## src/rtl/sts_pkg.sv

```systemverilog
package sts_pkg;
    localparam int BEAT_B = 8;
    localparam int LANE_W = $clog2(BEAT_B);
    localparam int DATA_W = BEAT_B * 8;
    localparam int SEG_B  = 64;
    localparam int SEG_W  = $clog2(SEG_B);
    localparam int BUF_B  = 256;
    localparam int BUF_AW = $clog2(BUF_B);
    localparam int BUF_WW = BUF_AW - LANE_W;
    localparam int CNT_W  = BUF_AW + 1;

    typedef logic [LANE_W-1:0] lane_t;
    typedef logic [DATA_W-1:0] word_t;
    typedef logic [BEAT_B-1:0] mask_t;

    typedef enum logic [2:0] {
        PH_IDLE,
        PH_PRIME,
        PH_BEAT,
        PH_FLUSH,
        PH_DONE
    } phase_e;

    typedef struct packed {
        word_t data;
        mask_t be;
    } lanes_t;

    // lane k of the result takes lane (k - s) mod BEAT_B of the input
    function automatic lanes_t rotate_up(lanes_t x, lane_t s);
        lanes_t y;
        lane_t  src;
        for (int k = 0; k < BEAT_B; k++) begin
            src = lane_t'(k) - s;
            y.data[k*8 +: 8] = x.data[int'(src)*8 +: 8];
            y.be[k]          = x.be[src];
        end
        return y;
    endfunction

    // eight consecutive bytes of {hi, lo} starting at byte s of lo
    function automatic word_t extract_span(word_t lo, word_t hi, lane_t s);
        logic [2*DATA_W-1:0] both;
        both = {hi, lo} >> (int'(s) * 8);
        return both[DATA_W-1:0];
    endfunction

    function automatic logic range_error(logic [CNT_W-1:0] n);
        return (n == '0) || (n > CNT_W'(BUF_B));
    endfunction
endpackage

```

## src/rtl/sts_seg_walker.sv

```systemverilog
module sts_seg_walker
    import sts_pkg::*;
#(
    parameter int ADDR_W = 16
) (
    input  logic              clk,
    input  logic              rst,
    input  logic              load,
    input  logic              adv,
    input  logic [ADDR_W-1:0] saddr,
    input  logic [CNT_W-1:0]  count,
    output logic [ADDR_W-1:0] beat_addr,
    output mask_t             beat_be,
    output logic              seg_first,
    output logic              seg_last,
    output logic              xfer_last
);
    localparam int EW = ADDR_W + 1;

    logic [ADDR_W-1:0] cur_q;
    logic              first_q;
    logic [EW-1:0]     lo_q;
    logic [EW-1:0]     hi_q;
    logic [EW-1:0]     nxt;

    always_ff @(posedge clk) begin
        if (rst) begin
            cur_q   <= '0;
            first_q <= 1'b0;
            lo_q    <= '0;
            hi_q    <= '0;
        end else if (load) begin
            cur_q   <= {saddr[ADDR_W-1:LANE_W], LANE_W'(0)};
            first_q <= 1'b1;
            lo_q    <= {1'b0, saddr};
            hi_q    <= {1'b0, saddr} + EW'(count);
        end else if (adv) begin
            cur_q   <= cur_q + ADDR_W'(BEAT_B);
            first_q <= 1'b0;
        end
    end

    assign nxt = {1'b0, cur_q} + EW'(BEAT_B);

    always_comb begin
        logic [EW-1:0] a;
        for (int k = 0; k < BEAT_B; k++) begin
            a          = {1'b0, cur_q} + EW'(k);
            beat_be[k] = (a >= lo_q) && (a < hi_q);
        end
    end

    assign beat_addr = cur_q;
    assign xfer_last = (nxt >= hi_q);
    assign seg_first = first_q || (cur_q[SEG_W-1:0] == '0);
    assign seg_last  = xfer_last || (nxt[SEG_W-1:0] == '0);

    // a beat that ends a segment is followed by one that starts a segment
    AST_SEG_CHAIN: assert property (@(posedge clk) disable iff (rst)
        (adv && seg_last && !xfer_last) |=> seg_first);
endmodule

```

## src/rtl/sts_lane_shifter.sv

```systemverilog
module sts_lane_shifter
    import sts_pkg::*;
(
    input  logic  clk,
    input  logic  rst,
    input  logic  clear,
    input  logic  load_res,
    input  logic  merge_adv,
    input  lane_t shift,
    input  word_t st_rdata,
    input  mask_t st_be,
    input  word_t buf_rdata,
    output word_t st_wdata,
    output word_t buf_wdata,
    output mask_t buf_be
);
    word_t  res_data_q;
    mask_t  res_be_q;
    lanes_t raw;
    lanes_t rot;
    word_t  res_data_nxt;
    mask_t  res_be_nxt;

    assign raw.data = st_rdata;
    assign raw.be   = st_be;
    assign rot      = rotate_up(raw, shift);

    // toward storage: residue holds buffer word j, read port gives word j+1
    assign st_wdata = extract_span(res_data_q, buf_rdata, shift);

    // toward buffer: low lanes come from the residue, upper lanes from this beat
    always_comb begin
        for (int k = 0; k < BEAT_B; k++) begin
            if (k < int'(shift)) begin
                buf_wdata[k*8 +: 8]    = res_data_q[k*8 +: 8];
                buf_be[k]              = res_be_q[k];
                res_data_nxt[k*8 +: 8] = rot.data[k*8 +: 8];
                res_be_nxt[k]          = rot.be[k];
            end else begin
                buf_wdata[k*8 +: 8]    = rot.data[k*8 +: 8];
                buf_be[k]              = rot.be[k];
                res_data_nxt[k*8 +: 8] = 8'h00;
                res_be_nxt[k]          = 1'b0;
            end
        end
    end

    always_ff @(posedge clk) begin
        if (rst || clear) begin
            res_data_q <= '0;
            res_be_q   <= '0;
        end else if (load_res) begin
            res_data_q <= buf_rdata;
            res_be_q   <= '0;
        end else if (merge_adv) begin
            res_data_q <= res_data_nxt;
            res_be_q   <= res_be_nxt;
        end
    end

    // with no shift nothing may spill into the residue
    AST_NO_SPILL: assert property (@(posedge clk) disable iff (rst)
        (merge_adv && shift == '0) |=> (res_be_q == '0));
endmodule

```

## src/rtl/storage_xfer_seg.sv

```systemverilog
module storage_xfer_seg
    import sts_pkg::*;
#(
    parameter int ADDR_W = 16
) (
    input  logic                clk,
    input  logic                rst,
    input  logic                start,
    input  logic                dir,
    input  logic [ADDR_W-1:0]   saddr,
    input  logic [BUF_AW-1:0]   baddr,
    input  logic [CNT_W-1:0]    count,
    output logic                busy,
    output logic                done,
    output logic                err,
    output logic                st_valid,
    input  logic                st_ready,
    output logic                st_we,
    output logic [ADDR_W-1:0]   st_addr,
    output logic [BEAT_B-1:0]   st_be,
    output logic [DATA_W-1:0]   st_wdata,
    input  logic [DATA_W-1:0]   st_rdata,
    output logic                st_sop,
    output logic                st_eop,
    output logic [BUF_WW-1:0]   buf_addr,
    output logic                buf_re,
    input  logic [DATA_W-1:0]   buf_rdata,
    output logic                buf_we,
    output logic [BEAT_B-1:0]   buf_be,
    output logic [DATA_W-1:0]   buf_wdata
);
    phase_e            ph_q;
    logic              dir_q;
    lane_t             shift_q;
    logic [BUF_WW-1:0] widx_q;
    logic              err_q;

    logic              accept;
    logic              take;
    logic              bad;
    logic              load;
    logic [BUF_AW-1:0] lane0;
    logic              xfer_last;
    mask_t             be_int;
    mask_t             buf_be_int;

    assign accept = st_valid && st_ready;
    assign take   = (ph_q == PH_IDLE) && start;
    assign bad    = range_error(count);
    assign load   = take && !bad;
    // buffer byte position of storage lane 0 of the first beat
    assign lane0  = baddr - BUF_AW'(saddr[LANE_W-1:0]);

    always_ff @(posedge clk) begin
        if (rst) begin
            ph_q    <= PH_IDLE;
            dir_q   <= 1'b0;
            shift_q <= '0;
            widx_q  <= '0;
            err_q   <= 1'b0;
        end else begin
            err_q <= take && bad;
            case (ph_q)
                PH_IDLE: begin
                    if (load) begin
                        dir_q   <= dir;
                        shift_q <= lane0[LANE_W-1:0];
                        widx_q  <= lane0[BUF_AW-1:LANE_W];
                        ph_q    <= dir ? PH_PRIME : PH_BEAT;
                    end
                end
                PH_PRIME: ph_q <= PH_BEAT;
                PH_BEAT: begin
                    if (accept) begin
                        widx_q <= widx_q + BUF_WW'(1);
                        if (xfer_last) ph_q <= dir_q ? PH_DONE : PH_FLUSH;
                    end
                end
                PH_FLUSH: ph_q <= PH_DONE;
                PH_DONE:  ph_q <= PH_IDLE;
                default:  ph_q <= PH_IDLE;
            endcase
        end
    end

    sts_seg_walker #(.ADDR_W(ADDR_W)) u_walk (
        .clk       (clk),
        .rst       (rst),
        .load      (load),
        .adv       (accept),
        .saddr     (saddr),
        .count     (count),
        .beat_addr (st_addr),
        .beat_be   (be_int),
        .seg_first (st_sop),
        .seg_last  (st_eop),
        .xfer_last (xfer_last)
    );

    sts_lane_shifter u_shift (
        .clk       (clk),
        .rst       (rst),
        .clear     (load),
        .load_res  ((ph_q == PH_PRIME) || (ph_q == PH_BEAT && dir_q && accept)),
        .merge_adv (ph_q == PH_BEAT && !dir_q && accept),
        .shift     (shift_q),
        .st_rdata  (st_rdata),
        .st_be     (be_int),
        .buf_rdata (buf_rdata),
        .st_wdata  (st_wdata),
        .buf_wdata (buf_wdata),
        .buf_be    (buf_be_int)
    );

    assign st_be    = be_int;
    assign buf_be   = buf_be_int;
    assign st_valid = (ph_q == PH_BEAT);
    assign st_we    = dir_q;
    assign buf_re   = (ph_q == PH_PRIME) || (ph_q == PH_BEAT && dir_q);
    assign buf_addr = (ph_q == PH_BEAT && dir_q) ? widx_q + BUF_WW'(1) : widx_q;
    assign buf_we   = !dir_q && (|buf_be_int) &&
                      ((ph_q == PH_BEAT && accept) || ph_q == PH_FLUSH);
    assign busy     = (ph_q != PH_IDLE);
    assign done     = (ph_q == PH_DONE);
    assign err      = err_q;

    AST_STALL_HOLD: assert property (@(posedge clk) disable iff (rst)
        (st_valid && !st_ready) |=> (st_valid && $stable(st_addr) && $stable(st_be)
                                     && $stable(st_sop) && $stable(st_eop)));
    AST_BEAT_LIVE: assert property (@(posedge clk) disable iff (rst)
        st_valid |-> (st_be != '0));
    AST_DONE_ONCE: assert property (@(posedge clk) disable iff (rst)
        done |=> (!done && !busy));
    AST_ERR_QUIET: assert property (@(posedge clk) disable iff (rst)
        err |-> (!busy && !st_valid));
    AST_IDLE_SILENT: assert property (@(posedge clk) disable iff (rst)
        !busy |-> (!st_valid && !buf_we && !buf_re));
    AST_IGNORE_START: assert property (@(posedge clk) disable iff (rst)
        (busy && start && !done) |=> busy);
endmodule

```

## config.mk

```make
export PLATFORM = sky130hd
export DESIGN_NAME = storage_xfer_seg
export DESIGN_NICKNAME = d
export VERILOG_FILES = /design/src/rtl/sts_pkg.sv /design/src/rtl/sts_seg_walker.sv /design/src/rtl/sts_lane_shifter.sv /design/src/rtl/storage_xfer_seg.sv
export SDC_FILE = /design/constraint.sdc
export NUM_CORES = 1
export LEC_CHECK = 0
export BUFFER_PORTS_ARGS = -buffer_cell sky130_fd_sc_hd__buf_4
export CORE_MARGIN = 1.5
export CORE_UTILIZATION = 38
export CTS_BUF_LIST = sky130_fd_sc_hd__clkbuf_4 sky130_fd_sc_hd__clkbuf_8 sky130_fd_sc_hd__clkbuf_16
export CTS_CLUSTER_SIZE = 25
export DETAILED_ROUTE_END_ITERATION = 6
export SYNTH_ARGS = -nofsm -noshare
export SYNTH_HDL_FRONTEND = slang
export SYNTH_SLANG_ARGS = --single-unit
```

## constraint.sdc

```tcl
create_clock -name clk -period 5.02 [get_ports clk]
set_input_delay 0.251 -clock clk [delete_from_list [all_inputs] [get_ports clk]]
set_output_delay 0.251 -clock clk [all_outputs]
set_load 0.03 [all_outputs]
```

==> results of run 1 <==
-- power breakdown --
| group | internal (mW) | switching [mW] |
|---|---|---|
| Sequential | 1.14 | 0.122 |
| Combinational | 1.38 | 2.34 |
| Clock | 0.764 | 0.518 |
| Total | 3.28 | 2.98 |
-- cell usage after synthesis, types with 14 or more instances --
| master | n | area share [%] |
|---|---|---|
| xnor2_1 | 18 | 1.2 |
| o21ai_0 | 106 | 3.9 |
| a211oi_1 | 40 | 2.2 |
| a21oi_1 | 164 | 6.0 |
| nor2_1 | 189 | 5.2 |
| mux2_2 | 65 | 5.4 |
| clkbuf_1 | 93 | 2.6 |
| ha_1 | 65 | 6.0 |
| dfxtp_1 | 131 | 19 |
| mux4_2 | 81 | 13 |
| nand2_1 | 262 | 7.2 |
| buf_1 | 37 | 1.0 |
| a221oi_1 | 19 | 1.2 |
| a22oi_1 | 14 | 0.77 |
| inv_1 | 61 | 1.7 |
| nand3_1 | 35 | 1.3 |
| xor2_1 | 17 | 1.1 |
| mux2i_1 | 98 | 7.2 |
| a311oi_1 | 14 | 0.90 |
| nor3_1 | 57 | 2.1 |
-- per-layer routing --
metal / vias up / global-route usage, % / wire (um)
li1: 6925 / - / -
met1: 7292 / 41.4 / 24500
met2: 757 / 52.1 / 28000
met3: 106 / 5.86 / 5400
met4: 2 / 10.9 / 2140
met5: - / 0 / 13
-- worst paths after layout --
check                       from                      to  slack [ps]
max          u_walk.beat_addr[3]                  buf_we         180
min                buf_rdata[59]  u_shift.res_data_q[59]          50
max reg2reg  u_walk.beat_addr[5]                 ph_q[1]        1580
min reg2reg       u_walk.lo_q[9]          u_walk.lo_q[9]         450
-- kinds of logic (layout without fill, tap and decap cells) --
family / after synthesis / after routing / share of synthesized area, %
simple gates: 625 / 625 / 20.1
compound gates: 447 / 447 / 20.2
mux: 246 / 246 / 26.2
buf+inv: 203 / 464 / 5.73
flops: 131 / 131 / 19.2
fa+ha+maj: 67 / 67 / 6.26
xor+xnor: 35 / 35 / 2.25
other cells: 1 / 7 / 0.0275
-- final cells by class --
class | count | area (um2) | area share, %
Timing Repair Buffer | 367 | 2780 | 16.2
Clock buffer | 24 | 514 | 3.00
Inverter | 66 | 248 | 1.45
Tap cell | 461 | 577 | 3.37
Antenna cell | 4 | 10.0 | 0.0585
Sequential cell | 131 | 2630 | 15.4
Multi-Input combinational cell | 1423 | 10300 | 60.1
Clock inverter | 7 | 71.3 | 0.417
-- per-stage QoR --
step,instance area [um2],instances,hold slack (ps),utilization [%]
2_1_floorplan,13600,1757,360,-
3_3_place_gp,16500,2448,445,46.6
3_5_place_dp,16500,2448,448,46.6
4_1_cts,17100,2479,39.6,48.2
5_1_grt,17100,2482,51.4,48.2
6_report,17100,2483,50.6,48.3
-- state kept, by name, indices dropped and copies added, names as in the netlist --
register,flops
u_shift.res_data_q,64
u_shift.res_be_q,7
widx_q,5
st_we,1
u_walk.beat_addr,13
u_walk.first_q,1
ph_q,3
err,1
shift_q,3
u_walk.hi_q,17
u_walk.lo_q,16
-- worst max-delay path: stages, from the launching register on --
cell	delay, ps
dfxtp_1	480
inv_1	150
ha_1	340
nor2b_1	150
or4b_4	530
or4_4	440
nand3_2	120
or2_4	140
inv_2	50
mux4_2	480
or3b_1	380
or4_1	430
o31a_1	300
buf_4	170
==> flow_metrics.py, run 1 <==
metrics = {
    "grt": {
        "antenna_found_initial": 4,
        "grt_overflow_total": 0,
        "grt_max_degree": 164,
        "grt_pass1_vias": 13900,
        "grt_pass1_wl_mm": 87.0,
        "grt.total_usage_pct": 31.6,
    },
    "floorplanning": {
        "row_count": 69,
        "io_pins": 340,
        "die_y_um": 192,
        "core_um2": 35500,
        "die-area_um2": 37000,
        "die_w_um": 192,
        "initial_core_util_pct": 38.4,
    },
    "power": {
        "power_mw": 6.26,
        "leakagePower_nw": 7.07,
        "powerDensity_nw_per_um2": 366,
        "vdd_drop_max_mv": 0.257,
    },
    "sta": {
        "clock_skew_ps": 12.9,
        "max_freq_mhz": 207,
        "finalSetupViolCount": 0,
        "rsz0062_at_grt": "false",
        "worst_slack_ps": 177,
        "maxSlewViolCount": 0,
        "timing.final.crit_share_pct": 96.5,
        "tns_ps": 0,
        "hold_viol_final": 0,
        "slew_headroom_pct": 22.0,
        "finalCriticalPeriod_ps": 4840,
        "worst_slew_pin_slew_ps": 1170,
    },
    "yosys": {
        "syn_avg_cell_area_um2": 7.77,
        "ys_ff_latch": 131,
        "synth_edf_count": 0,
        "ys.flop_type": "dfxtp_1",
        "synthArstFlopShare_pct": 0,
        "syn_area_um2": 13600,
        "seq_area_frac_synth_pct": 19.2,
        "synth_cell_type_count": 75,
        "syn_inst": 1755,
        "synth_warnings": 0,
    },
    "placement": {
        "dpl.hpwl_mm": 47.1,
        "place_ws_ps": 689,
        "gp_congestion": 0.974,
        "portBuffers": 336,
    },
    "clocking": {
        "cts_buffer_depth": 2,
        "htree_levels": 4,
        "holdBufCountCts": 0,
        "numCtsBuffers": 17,
        "root_buffer": "clkbuf_16",
        "clkLatencyLatePin_ps": 440,
        "postCtsSetupBuffers": 0,
        "cts_tree": "yes",
        "cts_resized": 0,
        "path_clk_slew_ps": 60,
        "cts.sinks": 131,
    },
    "setup_path": {
        "worstPathRequired_ps": 4770,
        "arrival_ps": 4590,
        "worstPathMaxFanout": 8,
        "path_class": "reg2out",
        "cp-end-kind": "primary output",
        "startpoint_type": "flip-flop",
        "rr_worst_depth": 15,
    },
    "outcome": {
        "status": "completed",
    },
    "cells_and_area": {
        "final_common_cell": "buf_4",
        "layout-drive-gt1-share_pct": 28.8,
        "fin_nets": 2239,
        "area_growth_pct": 25.6,
        "fill_cells": 3554,
        "final_cell_mix": "buf_4 (365), nand2_1 (261), nor2_1 (189), a21oi_1 (162), dfxtp_1 (128)",
    },
    "route": {
        "viasPerCell": 6.07,
        "drc": 0,
        "drtIter0Drc": 1634,
        "vias": 15100,
        "drtAntennaViolNets": 0,
        "wl_per_cell_um": 24.2,
        "wl_mm": 60.0,
        "firstDrtPassIters": 6,
    },
    "run": {
        "drv_cap": 0,
    },
    "hold_path": {
        "min_path_cells": 3,
        "hp-class": "in2reg",
    },
}
No activity file was read; power rests on OpenSTA's default activity.
==> inputs of run 2 (changes only) <==
--- a/config.mk
+++ b/config.mk
@@ -11,6 +11,7 @@
 export CTS_BUF_LIST = sky130_fd_sc_hd__clkbuf_4 sky130_fd_sc_hd__clkbuf_8 sky130_fd_sc_hd__clkbuf_16
 export CTS_CLUSTER_SIZE = 25
 export DETAILED_ROUTE_END_ITERATION = 6
+export PLACE_DENSITY_LB_ADDON = 0.05
 export SYNTH_ARGS = -nofsm -noshare
 export SYNTH_HDL_FRONTEND = slang
 export SYNTH_SLANG_ARGS = --single-unit
==> flow_metrics.py, run 2 (synthesis results as in run 1) <==
metrics = {
    "cells_and_area": {
        "largest_reg_flops": 64,
        "finish.utilization_pct": 48.1,
        "design_area_um2": 17100,
        "fill_cells": 3590,
        "area_growth_pct": 25.3,
        "final_common_cell": "buf_4",
        "final_cell_mix": "buf_4 (355), nand2_1 (261), nor2_1 (189), a21oi_1 (162), dfxtp_1 (128)",
        "largest_register": "u_shift.res_data_q",
        "fin_nets": 2230,
        "reg_top3": "u_shift.res_data_q x64, u_walk.hi_q x17, u_walk.lo_q x16",
        "fin_cells": 2472,
        "layout-drive-gt1-share_pct": 28.6,
    },
    "sta": {
        "rsz0062_at_grt": "false",
        "maxSlewViolCount": 0,
        "hold_viol_final": 0,
        "finalSetupViolCount": 0,
        "timing.final.crit_share_pct": 95.4,
        "slew_headroom_pct": 20.6,
        "worst_slack_ps": 232,
        "tns_ps": 0,
        "finalCriticalPeriod_ps": 4790,
        "clock_skew_ps": 12.5,
        "max_freq_mhz": 209,
        "whs_ps": 31.2,
        "worst_slew_pin_slew_ps": 1190,
    },
    "grt": {
        "grt_util_met2_pct": 54.4,
        "grt.total_usage_pct": 31.7,
        "grtUsageMet3_pct": 4.24,
        "grt.busiest_layer": "met2",
        "grt_pass1_vias": 13900,
        "antenna_found_initial": 0,
        "grt_max_degree": 164,
        "grt_overflow_total": 0,
        "grt_use_met1_pct": 39.1,
        "grt_pass1_wl_mm": 86.8,
    },
    "clocking": {
        "htree_levels": 4,
        "root_buffer": "clkbuf_16",
        "clkLatencyLatePin_ps": 460,
        "cts_buffer_depth": 2,
        "cts_tree": "yes",
        "path_clk_slew_ps": 60,
        "cts.sinks": 131,
        "numCtsBuffers": 17,
        "postCtsSetupBuffers": 0,
    },
    "hold_path": {
        "hp-class": "in2reg",
        "min_path_cells": 3,
        "worst_hold_path.endpoint": "u_walk.lo_q[4]",
        "hp-start": "saddr[4]",
    },
    "outcome": {
        "status": "completed",
    },
    "floorplanning": {
        "die-area_um2": 37000,
        "core_um2": 35500,
        "initial_core_util_pct": 38.4,
        "io_pins": 340,
        "row_count": 69,
        "die_w_um": 192,
        "die_y_um": 192,
    },
    "route": {
        "firstDrtPassIters": 7,
        "wl_mm": 60.0,
        "wl_per_cell_um": 24.3,
        "viasPerCell": 6.00,
        "drc": 0,
        "drtIter0Drc": 1311,
        "vias": 14800,
        "drtAntennaViolNets": 0,
    },
    "placement": {
        "dpl.hpwl_mm": 47.1,
        "dp_cells": 2439,
        "portBuffers": 336,
        "postPlaceCellArea_um2": 16500,
        "gp_congestion": 1.02,
        "place_ws_ps": 716,
    },
    "setup_path": {
        "reg2reg_to": "u_shift.res_be_q[2]",
        "startpoint_type": "flip-flop",
        "path_class": "reg2out",
        "worstPathMaxFanout": 11,
        "rr_worst_depth": 10,
        "ff2ff_setup_slack_ps": 1540,
        "r2r_start": "u_walk.beat_addr[12]",
        "cpMaxStageDelayCell": "or4b_4",
        "cp-end-kind": "primary output",
        "worstPathRequired_ps": 4770,
        "cp_num_buf_inv": 2,
        "arrival_ps": 4540,
        "cpPeakStageDelay_ps": 580,
        "crit_family": "simple AND/OR/NAND/NOR gates",
        "crit_chain": "ha_1 -> nand4_1 -> or4b_4 -> or4_4 -> nand3_2 -> or2_4 -> inv_2 -> mux4_2 -> or3b_1 -> or4_1 -> o31a_1 -> buf_4",
    },
    "run": {
        "drv_cap": 0,
    },
    "power": {
        "powerDensity_nw_per_um2": 366,
        "power_mw": 6.25,
        "vdd_drop_max_mv": 0.283,
        "leakagePower_nw": 7.04,
    },
}
==> run 2: cell count changes in the layout (fill, tap and decap cells not counted), sizes merged <==
cell,change
buf,-9
bufinv,+1
clkbuf,-4
clkinv,+6
clkinvlp,-1
diode,-3
inv,-1
==> run 2: tightest hold or removal path, delay by kind of cell <==
family                 cells  cell delay, ps
and+or+nand+nor            1              40
buffers and inverters      1              90
AOI/OAI and AO/OA          1              60
==> run 2: layout make-up <==
type	instances	area [um2]	area share, %
antenna	1	2.50	0.0147
clock buffer	20	467	2.73
clock inverter	12	130	0.762
inverter	66	249	1.46
multi-input combinational	1423	10300	60.3
sequential	131	2630	15.4
tap	461	577	3.38
timing repair buffer	358	2730	16.0
==> run 2: repair_timing <==
item                                    4_1_cts  5_1_grt
endpoints found under the setup margin        0        1
hold buffers                                  0        0
resized for setup                             0        2
==> run 2: routing by layer <==
layer,part of all wire (%),vias to the layer above
li1,-,6906
met1,40,7125
met5,0,-
met3,6.5,118
met4,5.1,0
met2,49,685
==> run 2: how the worst max path moves through the flow <==
stage / cells after the start / slack, ps / end / from
6_report: 12 / 230 / buf_we / u_walk.beat_addr[8]
5_1_grt: 13 / 40 / buf_we / u_walk.beat_addr[3]
4_1_cts: 12 / 220 / buf_we / u_walk.beat_addr[8]
3_5_place_dp: 12 / 720 / buf_we / u_walk.beat_addr[8]
3_3_place_gp: 12 / 780 / buf_we / u_walk.beat_addr[8]
2_1_floorplan: 12 / 760 / buf_we / u_walk.beat_addr[3]
==> run 2: report_power, final <==
| part | total, mW | switching, mW | internal, mW |
|---|---|---|---|
| sequential | 1.28 | 0.144 | 1.14 |
| combinational | 3.65 | 2.28 | 1.37 |
| clock | 1.32 | 0.546 | 0.770 |
